File: config.mk
export PLATFORM = sky130hd
export DESIGN_NAME = pwr_wake_table
export DESIGN_NICKNAME = d
export VERILOG_FILES = /design/src/rtl/pwt_pkg.sv /design/src/rtl/pwt_edge.sv /design/src/rtl/pwt_table.sv /design/src/rtl/pwt_domains.sv /design/src/rtl/pwr_wake_table.sv
export SDC_FILE = /design/constraint.sdc
export NUM_CORES = 1
export LEC_CHECK = 0
export BUFFER_PORTS_ARGS = -buffer_cell sky130_fd_sc_hd__buf_2
export CORE_UTILIZATION = 56
export CTS_CLUSTER_SIZE = 16
export DETAILED_ROUTE_END_ITERATION = 10
export PLACE_DENSITY_LB_ADDON = 0.15
export SLEW_MARGIN = 20
export SYNTH_ARGS = -nofsm -noshare
export SYNTH_HDL_FRONTEND = slang
export SYNTH_HIERARCHICAL = 1
export SYNTH_SLANG_ARGS = --single-unit
File: constraint.sdc
create_clock -name clk -period 3.43 [get_ports clk]
set_input_delay 0 -clock clk [delete_from_list [all_inputs] [get_ports clk]]
set_output_delay 0 -clock clk [all_outputs]
set_load 0.05 [all_outputs]
File: src/rtl/pwt_pkg.sv
package pwt_pkg;
    localparam int N_MST  = 3;
    localparam int MST_W  = 2;
    localparam int N_TRIG = 8;
    localparam int TRIG_W = $clog2(N_TRIG);

    // Field order fixes the bit positions software writes (valid at bit 0).
    typedef struct packed {
        logic              osc;
        logic [N_MST-1:0]  xmst;
        logic              tmr;
        logic [MST_W-1:0]  mst;
        logic [TRIG_W-1:0] trig;
        logic              valid;
    } ent_t;

    localparam int ENT_W = $bits(ent_t);

    typedef enum logic [1:0] {
        OP_WRENT   = 2'd0,
        OP_SETPEND = 2'd1,
        OP_ACK     = 2'd2,
        OP_NONE    = 2'd3
    } op_e;
endpackage

File: src/rtl/pwt_edge.sv
module pwt_edge #(
    parameter int W = 8
) (
    input  logic         clk,
    input  logic         rst_n,
    input  logic [W-1:0] sig_i,
    output logic [W-1:0] rise_o
);
    logic [W-1:0] prev_d, prev_q;

    always_comb begin
        prev_d = sig_i;
    end

    always_ff @(posedge clk or negedge rst_n) begin
        if (!rst_n) prev_q <= '0;
        else        prev_q <= prev_d;
    end

    assign rise_o = sig_i & ~prev_q;
endmodule

File: src/rtl/pwt_table.sv
module pwt_table
    import pwt_pkg::*;
#(
    parameter int N_ENT = 16,
    localparam int IDX_W = $clog2(N_ENT)
) (
    input  logic                   clk,
    input  logic                   rst_n,
    input  logic                   wr_en,
    input  logic [IDX_W-1:0]       wr_idx,
    input  ent_t                   wr_ent,
    input  logic [N_TRIG-1:0]      rise,
    output ent_t [N_ENT-1:0]       ents,
    output logic [N_ENT-1:0]       live,
    output logic [N_ENT-1:0]       hw_hit
);
    ent_t [N_ENT-1:0] ents_d, ents_q;

    always_comb begin
        ents_d = ents_q;
        if (wr_en) ents_d[wr_idx] = wr_ent;
    end

    always_ff @(posedge clk or negedge rst_n) begin
        if (!rst_n) ents_q <= '0;
        else        ents_q <= ents_d;
    end

    // An entry naming a master code outside the table of masters never matches.
    for (genvar e = 0; e < N_ENT; e++) begin : g_ent
        assign live[e]   = ents_q[e].valid && (int'(ents_q[e].mst) < N_MST);
        assign hw_hit[e] = live[e] && rise[ents_q[e].trig];
    end

    assign ents = ents_q;
endmodule

File: src/rtl/pwt_domains.sv
module pwt_domains
    import pwt_pkg::*;
#(
    parameter int N_ENT = 16
) (
    input  ent_t [N_ENT-1:0]              ents,
    input  logic [N_ENT-1:0]              live,
    input  logic [N_ENT-1:0]              act,
    output logic [N_MST-1:0][N_ENT-1:0]   tgt,
    output logic [N_MST-1:0]              mst_on,
    output logic                          tmr_on
);
    logic [N_MST-1:0][N_ENT-1:0] xreq;
    logic [N_ENT-1:0]            tmr_req;

    for (genvar m = 0; m < N_MST; m++) begin : g_mst
        for (genvar e = 0; e < N_ENT; e++) begin : g_ent
            assign tgt[m][e]  = live[e] && (ents[e].mst == MST_W'(m));
            assign xreq[m][e] = live[e] && ents[e].xmst[m];
        end
        assign mst_on[m] = |(act & (tgt[m] | xreq[m]));
    end

    for (genvar e = 0; e < N_ENT; e++) begin : g_tmr
        assign tmr_req[e] = live[e] && ents[e].tmr;
    end

    assign tmr_on = |(act & tmr_req);
endmodule

File: src/rtl/pwr_wake_table.sv
module pwr_wake_table
    import pwt_pkg::*;
#(
    parameter int N_ENT = 16,
    localparam int IDX_W = $clog2(N_ENT),
    localparam int DW    = (N_ENT > ENT_W) ? N_ENT : ENT_W
) (
    input  logic                clk,
    input  logic                rst_n,
    input  logic [N_TRIG-1:0]   trig_in,
    input  logic [N_MST-1:0]    sleep_req,
    input  logic                reg_we,
    input  logic [1:0]          reg_op,
    input  logic [IDX_W-1:0]    reg_idx,
    input  logic [DW-1:0]       reg_wdata,
    output logic [N_MST-1:0]    pd_mst_on,
    output logic                pd_tmr_on,
    output logic                pd_mem_on,
    output logic                osc_on,
    output logic [N_ENT-1:0]    pend_o
);
    typedef struct packed {
        logic [N_ENT-1:0] pend;
        logic [N_ENT-1:0] act;
        logic             osc;
    } st_t;

    st_t st_d, st_q;

    logic [N_TRIG-1:0]           rise;
    ent_t [N_ENT-1:0]            ents;
    logic [N_ENT-1:0]            live;
    logic [N_ENT-1:0]            hw_hit;
    logic [N_MST-1:0][N_ENT-1:0] tgt;
    logic [N_MST-1:0]            mst_on;
    logic                        tmr_on;

    logic                        wr_ent_en;
    logic [N_ENT-1:0]            wr_mask;
    logic [N_ENT-1:0]            sw_fire;
    logic [N_ENT-1:0]            ack_mask;
    logic [N_ENT-1:0]            fire;
    logic [N_ENT-1:0]            rel_mask;
    logic [N_ENT-1:0]            osc_req;
    logic [N_MST-1:0]            slp_ok;

    assign wr_ent_en = reg_we && (op_e'(reg_op) == OP_WRENT);

    pwt_edge #(.W(N_TRIG)) u_edge (
        .clk    (clk),
        .rst_n  (rst_n),
        .sig_i  (trig_in),
        .rise_o (rise)
    );

    pwt_table #(.N_ENT(N_ENT)) u_table (
        .clk    (clk),
        .rst_n  (rst_n),
        .wr_en  (wr_ent_en),
        .wr_idx (reg_idx),
        .wr_ent (ent_t'(reg_wdata[ENT_W-1:0])),
        .rise   (rise),
        .ents   (ents),
        .live   (live),
        .hw_hit (hw_hit)
    );

    pwt_domains #(.N_ENT(N_ENT)) u_dom (
        .ents   (ents),
        .live   (live),
        .act    (st_q.act),
        .tgt    (tgt),
        .mst_on (mst_on),
        .tmr_on (tmr_on)
    );

    for (genvar e = 0; e < N_ENT; e++) begin : g_osc
        assign osc_req[e] = ents[e].osc;
    end

    always_comb begin
        st_d     = st_q;
        wr_mask  = '0;
        sw_fire  = '0;
        ack_mask = '0;
        rel_mask = '0;
        slp_ok   = '0;

        if (wr_ent_en) wr_mask[reg_idx] = 1'b1;
        if (reg_we && (op_e'(reg_op) == OP_SETPEND)) sw_fire  = reg_wdata[N_ENT-1:0] & live;
        if (reg_we && (op_e'(reg_op) == OP_ACK))     ack_mask = reg_wdata[N_ENT-1:0];

        // Entry writes override any trigger of the same entry.
        fire = (hw_hit | sw_fire) & ~wr_mask;

        // Sleep is refused while the master has anything pending or firing.
        for (int m = 0; m < N_MST; m++) begin
            slp_ok[m] = sleep_req[m]
                     && ((st_q.pend & tgt[m]) == '0)
                     && ((fire & tgt[m]) == '0);
            if (slp_ok[m]) rel_mask = rel_mask | tgt[m];
        end

        st_d.pend = ((st_q.pend & ~ack_mask) | fire) & ~wr_mask;
        st_d.act  = ((st_q.act  & ~rel_mask) | fire) & ~wr_mask;
        st_d.osc  = (|st_d.act) && (st_q.osc || ((fire & osc_req) != '0));
    end

    always_ff @(posedge clk or negedge rst_n) begin
        if (!rst_n) st_q <= '0;
        else        st_q <= st_d;
    end

    assign pd_mst_on = mst_on;
    assign pd_tmr_on = tmr_on;
    assign pd_mem_on = |mst_on;
    assign osc_on    = st_q.osc;
    assign pend_o    = st_q.pend;
endmodule

* Word level (Yosys, flattened, before mapping)
Cells that the tools add are included.
** Word-level totals
- Flip-flop bits (word level) :: 217
- Bits of input ports :: 36
- Output and inout port bits :: 22
** Cells by class
- Magnitude comparators :: 34
- Equal/unequal tests :: 34
- Mux-type cells :: 43
- Bitwise gates (word level) :: 30
- Reductions and logical operators :: 186
** Operators with widths (number)
- $and 16x16->16 :: 17
- $bwmux 176 :: 1
- $logic_and 1x1->1 :: 155
- $or 16x16->16 :: 8
- $logic_not 16->1 :: 6
- $mux 16 :: 6
- $reduce_or 16->1 :: 5
- $lt 3x4->1 const B :: 16
- $bmux 1 s3 :: 16
- $not 16->16 :: 3
- $reduce_or 48->1 :: 1
- $demux 11 s4 :: 1
- $eq 2x1->1 const B :: 17
- $eq 2x2->1 const B :: 17
- $logic_not 2->1 :: 17
- $lt 2x2->1 const B :: 16
- $mux 1 :: 17
- $reduce_bool 16->1 :: 1
- $mux 11 :: 1
- $and 8x8->8 :: 1
- $not 8->8 :: 1
- $lt 4x5->1 const B :: 1
- $demux 1 s4 :: 1
- $ge 4x1->1 const B :: 1
- $logic_or 1x1->1 :: 1

* Longest topological paths before layout
- Depth after elaboration :: 21
- Mapped depth :: 16
- Gate-level depth less buffers :: 13

* Modules after synthesis
The synthesis kept the hierarchy.
** Modules (own cells, without submodules)
- pwt_table :: instances 1, cells an instance 541, area an instance 8022.7 sq um
- pwr_wake_table :: instances 1, cells an instance 369, area an instance 2857.7 sq um
- pwt_domains :: instances 1, cells an instance 175, area an instance 1191.1 sq um
- pwt_edge :: instances 1, cells an instance 16, area an instance 310.3 sq um

* Least setup slack after synthesis
OpenSTA, ideal clock, no wires.
- Path type :: register to register
- Start point :: reg u_edge.prev_q[6]
- End point :: reg st_q (netlist bit osc_on)
- Library setup time :: 0.119 ns
- Data arrival time :: 3.516 ns
- Data required time :: 3.311 ns
- Slack :: -0.205 ns
- Stages on the path, launching flop included :: 16
- Path buffers :: 2
- Clock period less this slack :: 3.635 ns
- Cell sequence :: dfrtp_1 -> nor2b_4 -> clkbuf_1 -> mux4_2 -> nor2_1 -> and4b_1 -> a31oi_1 -> o32ai_1 -> or4_1 -> a2111oi_4 -> buf_6 -> nand3_1 -> a31o_2 -> nor4_1 -> nand2_1 -> o21a_1
** RTL lines
- start, declared :: line pwt_edge.sv:9 : logic [W-1:0] prev_d, prev_q;
- start signal, assigned :: line pwt_edge.sv:17 : else prev_q <= prev_d;
- end signal, assigned :: line pwr_wake_table.sv:111 : else st_q <= st_d;
- end, declared :: line pwr_wake_table.sv:28 : st_t st_d, st_q;

==> flow_metrics.tcl <==
set metrics [dict create \
    wl_um 53500 \
    cts_tree "yes" \
    gp_congestion 1.08 \
    fp.dieW_um 151 \
    n_antenna_cell 0 \
    htreeDepth 1 \
    setup_ws_ns -0.431 \
    cts_buffers 24 \
    wl_met3_um 7400 \
    power.leakage_nw 7.15 \
    cp_max_fo 16 \
    end_kind "register" \
    nets 1400 \
    drc 0 \
    slew_headroom 0.275 \
    fin_crit_ns 3.86 \
    setup_viol 2 \
    hold_slack_ns 0.0539 \
    dr_wl_met2_um 22900 \
    highest_layer "met5" \
    clock_skew_ns 0.0154 \
    hpwl_um 38800 \
    startpoint "u_edge/prev_q[6]" \
    maxSlewViolCount 0 \
    start_util 0.569 \
    io_buffer_count 57 \
    grt_remaining_overflow 0 \
    rsz0062_at_grt "yes" \
    multi_input_area_sq_um 6700 \
    cts_root_buf "clkbuf_16" \
    die_h_um 151 \
    r2r_end "osc_on" \
    outcome "finished with violations" \
    avgSynthCellArea_sq_um 11.2 \
    wl_met1_um 19700 \
    synthFlopType "dfrtp_1" \
    r2r_cells 14 \
    r2r-start "u_edge/prev_q[6]" \
    worst_pin_slew_ns 1.08 \
    grt_pass1_wl_um 76700 \
    power_density_nw_per_um2 630 \
    grt_usage 0.481 \
    n_fill_cell 1464 \
    cts_sinks 217 \
    p_total_mw 9.88 \
    areaGrowthSynthToFinish_pct 26.6 \
    regArea_sq_um 5430 \
    synth_edf_count 0 \
    ys_warn_count 6 \
    rrSetupSlack_ns -0.43 \
    switchingPower_mw 3.78 \
    die-area_sq_um 22700 \
    cellInternalPower_mw 6.11 \
    synthArstFlopShare 1.00 \
    drtPass1Iterations 8 \
    clockBufferDepth 3 \
    peakVddDrop_v 0.000488 \
    grt_pass1_vias 11600 \
    seq_power_share 0.384 \
    drive_gt1_frac 0.423 \
    clkTransAtPathRegs_ns 0.06 \
    yosysUniqueCellTypes 69 \
    pwr-share-clk 0.282 \
    fmax_ghz 0.259 \
    fin_crit_sh 1.13 \
    drt_first_iter_violations 1567 \
    num_rows 54 \
    crit_type "reg -> reg" \
    power_frac_comb 0.333 \
    switching_share 0.382 \
    drv_cap 0 \
    antenna_found_initial 1 \
    syn_nets 1137 \
    worstPathRequired_ns 3.85 \
    antenna_left 0 \
    hold_viol_final 0 \
    min_path_type "in -> reg" \
    insertion_delay_ns 0.53 \
    synth_area_sq_um 12400 \
    drt-vias-per-instance 7.10 \
    ys_seq_area_frac 0.439 \
    via_count 11800 \
    cp-start-kind "register" \
    worstPathArrival_ns 4.28 \
    pin_count 58 \
    grt_max_degree 121 \
    core-area_sq_um 21800 \
    crit_end "osc_on" \
    post_drt_wl_per_cell_um 32.2 \
    syn_inst 1101 \
    violations "negative setup slack" \
    synth-seq-cells 217 \
]
## how the worst min path moves through the flow
stage                     slack, ns  cells after the start           endpoint          from
after floorplan               -0.30                      0             osc_on         rst_n
after global placement         0.13                      1   u_edge/prev_q[1]    trig_in[1]
after detailed placement       0.13                      1   u_edge/prev_q[7]    trig_in[7]
after CTS                      0.02                      3   u_table/ents[13]  reg_wdata[2]
after global routing           0.06                      3  u_table/ents[112]  reg_wdata[2]
final                          0.05                      3   u_table/ents[79]  reg_wdata[2]
## state kept, by name (all words and copies together) (netlist names)
| register | flops |
|---|---|
| osc_on | 1 |
| st_q | 16 |
| pend_o | 16 |
| u_table/ents | 176 |
| u_edge/prev_q | 8 |
## logic make-up (layout without fill, tap and decap cells)
logic type,Yosys count,in the layout,synth area share
AOI/OAI and AO/OA,193,193,0.114
buffers and inverters,76,355,0.0328
DFF,217,217,0.439
muxes,224,224,0.221
and+or+nand+nor,391,391,0.194
## layer usage
layer	vias to the layer above	global-route usage
li1	4760	-
met1	5815	0.615
met2	960	0.712
met3	246	0.169
met4	2	0.262
met5	-	0
## critical path: stages (launching register included)
cell	delay, ns
dfrtp_1	0.37
nor2b_4	0.10
mux4_2	0.49
nor2_1	0.09
and4b_1	0.22
a31oi_2	0.21
o22ai_1	0.17
or4_4	0.56
a2111oi_4	0.26
buf_12	0.18
nand3_1	0.10
a31o_2	0.30
nor4_2	0.29
nand2_1	0.18
o21a_1	0.22
## metrics by stage
stage / cells / setup TNS, ns / util / cell area [sq um] / setup WS [ns]
5_1_grt: 1660 / -0.512 / 0.721 / 15700 / -0.498
3_5_place_dp: 1600 / -0.460 / 0.670 / 14600 / -0.460
2_1_floorplan: 1101 / -0.0671 / - / 12500 / -0.0671
4_1_cts: 1660 / -0.321 / 0.719 / 15600 / -0.321
3_3_place_gp: 1600 / -0.411 / 0.670 / 14600 / -0.411
6_report: 1660 / -0.441 / 0.721 / 15700 / -0.431
## cell type report
cell class                      instances  area share
Clock inverter                          8     0.00918
Multi-Input combinational cell        808       0.427
Clock buffer                           34      0.0446
Tap cell                              280      0.0223
Sequential cell                       217       0.346
Timing Repair Buffer                  311       0.150
Inverter                                2    0.000479
## layout by cell type (no fill, tap or decap), types with 20 or more instances in the layout
cell         n
nor2_1      53
mux2_4      20
a22oi_1     30
buf_2       55
nor3b_1     24
nand3b_1    21
nand3_1     95
and3b_1     26
mux2i_1     32
nand2_1     55
mux2_2     156
o21ai_0     33
nand4_1     21
clkbuf_16   25
dfrtp_1    217
buf_4      231
## synth_stat cells (14+ instances only)
master      n  area [sq um]
dfrtp_1   217          5430
mux2_2    156          1760
nand3_1    95           475
nand2_1    55           206
nor2_1     53           199
clkbuf_1   34           128
o21ai_0    33           165
mux2i_1    32           320
a22oi_1    30           225
and3b_1    27           236
nor3b_1    27           203
nand3b_1   21           158
nand4_1    21           131
mux2_4     20           300
buf_4      19           143
a31oi_1    18           113
a21boi_0   17           128
a21oi_1    16          80.1
and4b_1    16           160
buf_2      16          80.1
mux4_2     16           360
a31o_2     14           123
a41oi_1    14           123
## power groups by stage
stage	logic, mW	registers [mW]	clock network [mW]
final	3.29	3.80	2.79
after global routing	3.41	3.80	2.87
after global placement	3.08	3.76	0
after detailed placement	3.10	3.76	0
after floorplan	1.86	3.49	0
after CTS	3.17	3.73	2.79
## repair_timing
action / 4_1_cts / 5_1_grt
hold endpoints to repair: 132 / 0
hold buffers: 16 / 0
setup endpoints to repair: 2 / 3
setup buffers: 2 / 0
resized for setup: 11 / 8
pin swaps: 1 / 0
No activity file was read; power rests on OpenSTA's default activity.
